<file path="src/rtl/wwc_pkg.sv">
package wwc_pkg;
    localparam int DATA_W = 16;

    typedef enum logic [1:0] {
        SEQ_BOTH   = 2'd0,
        SEQ_A_ONLY = 2'd1,
        SEQ_B_ONLY = 2'd2,
        SEQ_BOTH_2 = 2'd3
    } seq_filter_e;

    typedef enum logic {
        MODE_OUTSIDE = 1'b0,
        MODE_INSIDE  = 1'b1
    } cmp_mode_e;

    localparam logic SRC_A = 1'b0;
    localparam logic SRC_B = 1'b1;
endpackage

</file>
<file path="src/rtl/wwc_compare.sv">
module wwc_compare
    import wwc_pkg::*;
#(
    parameter int DW = DATA_W
) (
    input  logic          clk,
    input  logic          rst_n,
    input  logic          vld,
    input  logic          en,
    input  logic [DW-1:0] val,
    input  logic [DW-1:0] lo,
    input  logic [DW-1:0] hi,
    input  logic          mode,
    input  logic          seq,
    input  logic [1:0]    seq_sel,
    output logic          evt
);
    logic below_lo, above_hi, cond, seq_ok;

    always_comb begin
        below_lo = val < lo;
        above_hi = val > hi;
        if (mode == MODE_INSIDE) cond = !below_lo && !above_hi;
        else                     cond = below_lo || above_hi;
        case (seq_filter_e'(seq_sel))
            SEQ_A_ONLY: seq_ok = (seq == SRC_A);
            SEQ_B_ONLY: seq_ok = (seq == SRC_B);
            default:    seq_ok = 1'b1;
        endcase
        evt = vld && en && seq_ok && cond;
    end

    // a blocked sequence never yields an event
    p_seq_filter_r3: assert property (@(posedge clk) disable iff (!rst_n)
        (seq_sel == SEQ_A_ONLY && seq == SRC_B) || (seq_sel == SEQ_B_ONLY && seq == SRC_A)
        |-> !evt);
    // a disabled watchdog never yields an event
    p_no_evt_disabled_r5: assert property (@(posedge clk) disable iff (!rst_n)
        !en |-> !evt);
endmodule

</file>
<file path="src/rtl/wwc_flags.sv">
module wwc_flags #(
    parameter int NCH = 17
) (
    input  logic           clk,
    input  logic           rst_n,
    input  logic [NCH-1:0] set_vec,
    input  logic [NCH-1:0] clr_vec,
    output logic [NCH-1:0] flags_q
);
    typedef struct packed {
        logic [NCH-1:0] flg;
    } st_t;

    st_t st_d, st_q;

    always_comb begin
        st_d     = st_q;
        st_d.flg = (st_q.flg & ~clr_vec) | set_vec;
    end

    always_ff @(posedge clk or negedge rst_n) begin
        if (!rst_n) st_q <= '0;
        else        st_q <= st_d;
    end

    assign flags_q = st_q.flg;

    // without a clear, no flag drops
    p_sticky_r6: assert property (@(posedge clk) disable iff (!rst_n)
        clr_vec == '0 |=> ($past(flags_q) & ~flags_q) == '0);
    // clearing everything with no event empties the register
    p_clear_all_r7: assert property (@(posedge clk) disable iff (!rst_n)
        (&clr_vec) && set_vec == '0 |=> flags_q == '0);
    // an event wins over a same-cycle clear
    p_set_wins_r8: assert property (@(posedge clk) disable iff (!rst_n)
        set_vec != '0 |=> (flags_q & $past(set_vec)) == $past(set_vec));
    // at most one new flag per edge (one result per cycle)
    p_one_new_r6: assert property (@(posedge clk) disable iff (!rst_n)
        1'b1 |=> $onehot0(flags_q & ~$past(flags_q)));
endmodule

</file>
<file path="src/rtl/win_watch.sv">
module win_watch
    import wwc_pkg::*;
#(
    parameter int NCH  = 17,
    parameter int DW   = DATA_W,
    parameter int CH_W = (NCH > 1) ? $clog2(NCH) : 1
) (
    input  logic            clk,
    input  logic            rst_n,
    input  logic            res_vld,
    input  logic [CH_W-1:0] res_chan,
    input  logic [DW-1:0]   res_val,
    input  logic            res_seq,
    input  logic            wd_en,
    input  logic            irq_en,
    input  logic            cmp_mode,
    input  logic [1:0]      seq_sel,
    input  logic [NCH-1:0]  chan_mask,
    input  logic [DW-1:0]   lim_lo,
    input  logic [DW-1:0]   lim_hi,
    input  logic            clr_all,
    input  logic            clr_one,
    input  logic [CH_W-1:0] clr_chan,
    output logic [NCH-1:0]  flags,
    output logic            irq
);
    logic           evt;
    logic [NCH-1:0] set_vec, clr_vec;

    wwc_compare #(.DW(DW)) u_cmp (
        .clk     (clk),
        .rst_n   (rst_n),
        .vld     (res_vld),
        .en      (wd_en),
        .val     (res_val),
        .lo      (lim_lo),
        .hi      (lim_hi),
        .mode    (cmp_mode),
        .seq     (res_seq),
        .seq_sel (seq_sel),
        .evt     (evt)
    );

    // Decode per channel; numbers >= NCH match no lane.
    for (genvar i = 0; i < NCH; i++) begin : g_lane
        assign set_vec[i] = evt && chan_mask[i] && (res_chan == CH_W'(i));
        assign clr_vec[i] = clr_all || (clr_one && (clr_chan == CH_W'(i)));
    end

    wwc_flags #(.NCH(NCH)) u_flags (
        .clk     (clk),
        .rst_n   (rst_n),
        .set_vec (set_vec),
        .clr_vec (clr_vec),
        .flags_q (flags)
    );

    assign irq = irq_en && (flags != '0);

    // disabled watchdog adds no flag
    p_disabled_r5: assert property (@(posedge clk) disable iff (!rst_n)
        !wd_en |=> (flags & ~$past(flags)) == '0);
    // an unmasked channel's strobe adds no flag when nothing else sets one
    p_mask_r4: assert property (@(posedge clk) disable iff (!rst_n)
        res_vld && (set_vec == '0) |=> (flags & ~$past(flags)) == '0);
    // interrupt follows enable and flags
    p_irq_r9: assert property (@(posedge clk) disable iff (!rst_n)
        irq == (irq_en && flags != '0));
endmodule

</file>
<file path="config.mk">
export PLATFORM = sky130hd
export DESIGN_NAME = win_watch
export DESIGN_NICKNAME = d
export VERILOG_FILES = /design/src/rtl/wwc_pkg.sv /design/src/rtl/wwc_compare.sv /design/src/rtl/wwc_flags.sv /design/src/rtl/win_watch.sv
export SDC_FILE = /design/constraint.sdc
export NUM_CORES = 1
export LEC_CHECK = 0
export CAP_MARGIN = 20
export CORE_MARGIN = 4
export CORE_UTILIZATION = 60
export DETAILED_ROUTE_END_ITERATION = 10
export DONT_BUFFER_PORTS = 1
export PLACE_DENSITY = 0.73
export SETUP_SLACK_MARGIN = 0.2
export SLEW_MARGIN = 20
export SYNTH_ARGS = -nofsm -noshare
export SYNTH_HDL_FRONTEND = slang
export SYNTH_SLANG_ARGS = --single-unit
</file>
<file path="constraint.sdc">
create_clock -name clk -period 2.4 [get_ports clk]
set_input_delay 0.36 -clock clk [delete_from_list [all_inputs] [get_ports clk]]
set_output_delay 0.36 -clock clk [all_outputs]
set_load 0.02 [all_outputs]
</file>
==> flow_summary.json <==
{
  "endpoint_kind": "primary output",
  "kind_of_path_behind_the_tightest_hold_check": "input port to flip-flop",
  "post-layout-total-power_uw": 651,
  "synth.top_cells.by_count": "inv_1, ha_1, a21oi_1",
  "final_cells": 256,
  "maxCapViolations": 0,
  "yosys.area.top_type": "dfrtp_1",
  "number_of_antenna_violations_at_the_first_check_in_global_routing": 0,
  "place.port_buffers": 0,
  "yosys_warnings": 0,
  "clock_skew_ns": 0,
  "hold_violations": 0,
  "dp.cells": 250,
  "clock-sinks": 17,
  "cts.path.max_buffers": 2,
  "grt_start_max_net_pins": 18,
  "via_count_of_the_first_global_routing_pass": 1881,
  "postLayoutCoreUtil_pct": 73.2,
  "post-synth-top-area-fraction_pct": 22.8,
  "regToRegStartpoint": "u_flags.flags_q[7]$_DFF_PN0_",
  "boundaryPins": 104,
  "synth_sequential_area_ratio_pct": 22.8,
  "synthesis.area_um2": 1870,
  "dp_hpwl_um": 4280,
  "core_box_area_um2": 2850,
  "critical_path.cell_chain": "nor4_1, nand4_1, o41a_1",
  "detail_route.iter0.violations": 90,
  "run_status": "finished, final reports clean",
  "achievable-frequency_ghz": 0.465,
  "h-tree-depth": 1,
  "pwr_density_cell_nw_per_um2": 312,
  "cts_root_buffer": "clkbuf_4",
  "netSwitchingPower_uw": 201,
  "vias": 1718,
  "yosys-top-cells-area": "dfrtp_1, ha_1, inv_1",
  "globalRouteTotalUtil_pct": 25.1,
  "routed_via_density": 6.71,
  "post_drt_wl_per_cell_um": 19.4,
  "power_frac_seq_pct": 44.5,
  "die-height_um": 63.8,
  "worst_setup_hold_path_clk_slew_ns": 0.09,
  "synthDistinctLibCells": 37,
  "global_route.peak_usage_layer": "met2",
  "worst_path_largest_cell_delay_ns": 0.48,
  "cts_made_buffers": 3,
  "totalWireLength_um": 4980,
  "signal_arrival_time_at_the_worst_endpoint_ns": 1.79,
  "reg2reg_setup_slack_ns": 1.37,
  "nets": 345,
  "layout-area-overhead-vs-synth_pct": 11.9,
  "post-synth-top-count-cell": "inv_1",
  "largest_reg_flops": 17,
  "crit_path_max_delay_cell_type": "dfrtp_1",
  "detail_route.drc_violations": 0,
  "routability_cong": 0.814,
  "leakagePower_nw": 1.08,
  "setup_viol": 0,
  "number_of_synthesized_flops_with_an_enable_pin": 0,
  "groute.layer.met1.usage_pct": 26.4,
  "maxSlewViolCount": 0,
  "placement_rows": 19,
  "required_ns": 2.04,
  "floorplan.die_area_um2": 4070,
  "swShare_pct": 30.9,
  "gr-usage-met3_pct": 5.95,
  "global_route.overflow_total": 0,
  "synth.avg_cell_area_um2": 8.44,
  "postRouteAntennaNets": 0,
  "worstSetupPathType": "flip-flop to primary output",
  "clock_latency_ns": 0.30,
  "final.setup.tns_ns": 0,
  "synth-seq-cells": 17,
  "critical_path.startpoint_type": "flip-flop",
  "final_period_minus_worst_setup_slack_ns": 2.15,
  "timing.slew.headroom_pct": 48.6,
  "postSynth.topFlopCell": "dfrtp_1",
  "crit_fanout": 3,
  "startpoint": "u_flags.flags_q[6]$_DFF_PN0_",
  "timing.critical_path.to": "irq",
  "post_route_cells_drive_above_1_share_pct": 14.2,
  "tightestPinTransition_ns": 0.769,
  "async_flop_share_pct": 100,
  "unrepaired_setup_endpoints_after_global_routing": "no",
  "tritoncts": "built",
  "p_int_uw": 450,
  "die_x_um": 63.8,
  "mappedNetlistNets": 340,
  "final_min_period_over_clock_period_pct": 89.6,
  "worstReg2RegEnd": "u_flags.flags_q[7]$_DFF_PN0_",
  "grt_util_met2_pct": 48.6,
  "post_synth_inst_count": 221,
  "floorplan.initialDensity_pct": 65.4,
  "power_frac_clock_pct": 23.7,
  "worstRegToRegCells": 3,
  "drtPass1Iterations": 6,
  "vdd_ir_drop_max_mv": 0.291,
  "power_frac_comb_pct": 31.8,
  "n_antenna_cell": 0,
  "grt_pass1_wl_um": 8290
}
logic make-up after synthesis:
family / synth area share (%)
DFF: 22.8
and+or+nand+nor: 23.0
adders and majority gates: 22.1
AOI/OAI and AO/OA: 23.6
buffers and inverters: 8.45
metal layers:
layer	up-vias	part of all wire, %
li1	830	-
met2	105	53
met4	0	2.0
met5	-	0
met3	11	9.5
met1	772	35
cells in the final DEF (no fill, tap or decap), types with 3 or more instances in the layout:
master and count:
nand2b_1 12, nand4_1 8, o21ai_0 3, clkbuf_4 3, a311oi_1 3, dfrtp_1 16, nor2b_1 7, nor3_1 3
ha_1 25, inv_1 31, ha_4 8, a41o_2 5, nor3b_1 9, a21o_1 3, nor2_1 9, nand2_1 9
inv_4 3, a21oi_1 20, nor4_1 4, a41o_1 11
through the flow:
step / area (um^2) / hold WS, ns / worst slack (ns)
finish: 2090 / 0.224 / 0.250
global route: 2090 / 0.199 / 0.216
floorplan: 1990 / 0.0644 / 0.205
detailed placement: 2020 / 0.0648 / -0.166
global placement: 2020 / 0.0648 / -0.0818
CTS: 2070 / 0.230 / 0.225
area by class of cell:
class                      instances  area, um^2
sequential                        17         427
timing repair buffer               4        45.0
tap                               31        38.8
multi-input combinational        164        1410
inverter                          36         143
clock buffer                       4        26.3
fill                             228         766
worst min path at each step:
stage                        from                             to  cells after the start
CTS                 chan_mask[14]  u_flags.flags_q[14]$_DFF_PN0_                      1
floorplan                   rst_n   u_flags.flags_q[0]$_DFF_PN0_                      0
finish              chan_mask[11]  u_flags.flags_q[11]$_DFF_PN0_                      1
global route        chan_mask[14]  u_flags.flags_q[14]$_DFF_PN0_                      1
detailed placement          rst_n  u_flags.flags_q[16]$_DFF_PN0_                      0
global placement            rst_n  u_flags.flags_q[16]$_DFF_PN0_                      0
power by group through the flow:
stage | combinational [mW] | clock (mW) | sequential (mW)
6_report | 0.207 | 0.154 | 0.290
2_1_floorplan | 0.160 | 0 | 0.295
4_1_cts | 0.207 | 0.154 | 0.290
3_5_place_dp | 0.194 | 0 | 0.295
3_3_place_gp | 0.181 | 0 | 0.295
5_1_grt | 0.239 | 0.179 | 0.290
critical path, delay by kind of cell (launching register included):
family | cells | cell delay [ns]
simple gates | 2 | 0.57
flops | 1 | 0.48
compound gates | 1 | 0.44
what timing repair did:
action | CTS | global route
buffers inserted | 1 | 0
pin swaps | 1 | 0
endpoints found under the hold margin | 17 | 0
hold buffers | 1 | 0
setup endpoints to repair | 15 | 1
gates cloned | 0 | 0
resized for setup | 0 | 3
(Power assumes the default switching activity.)
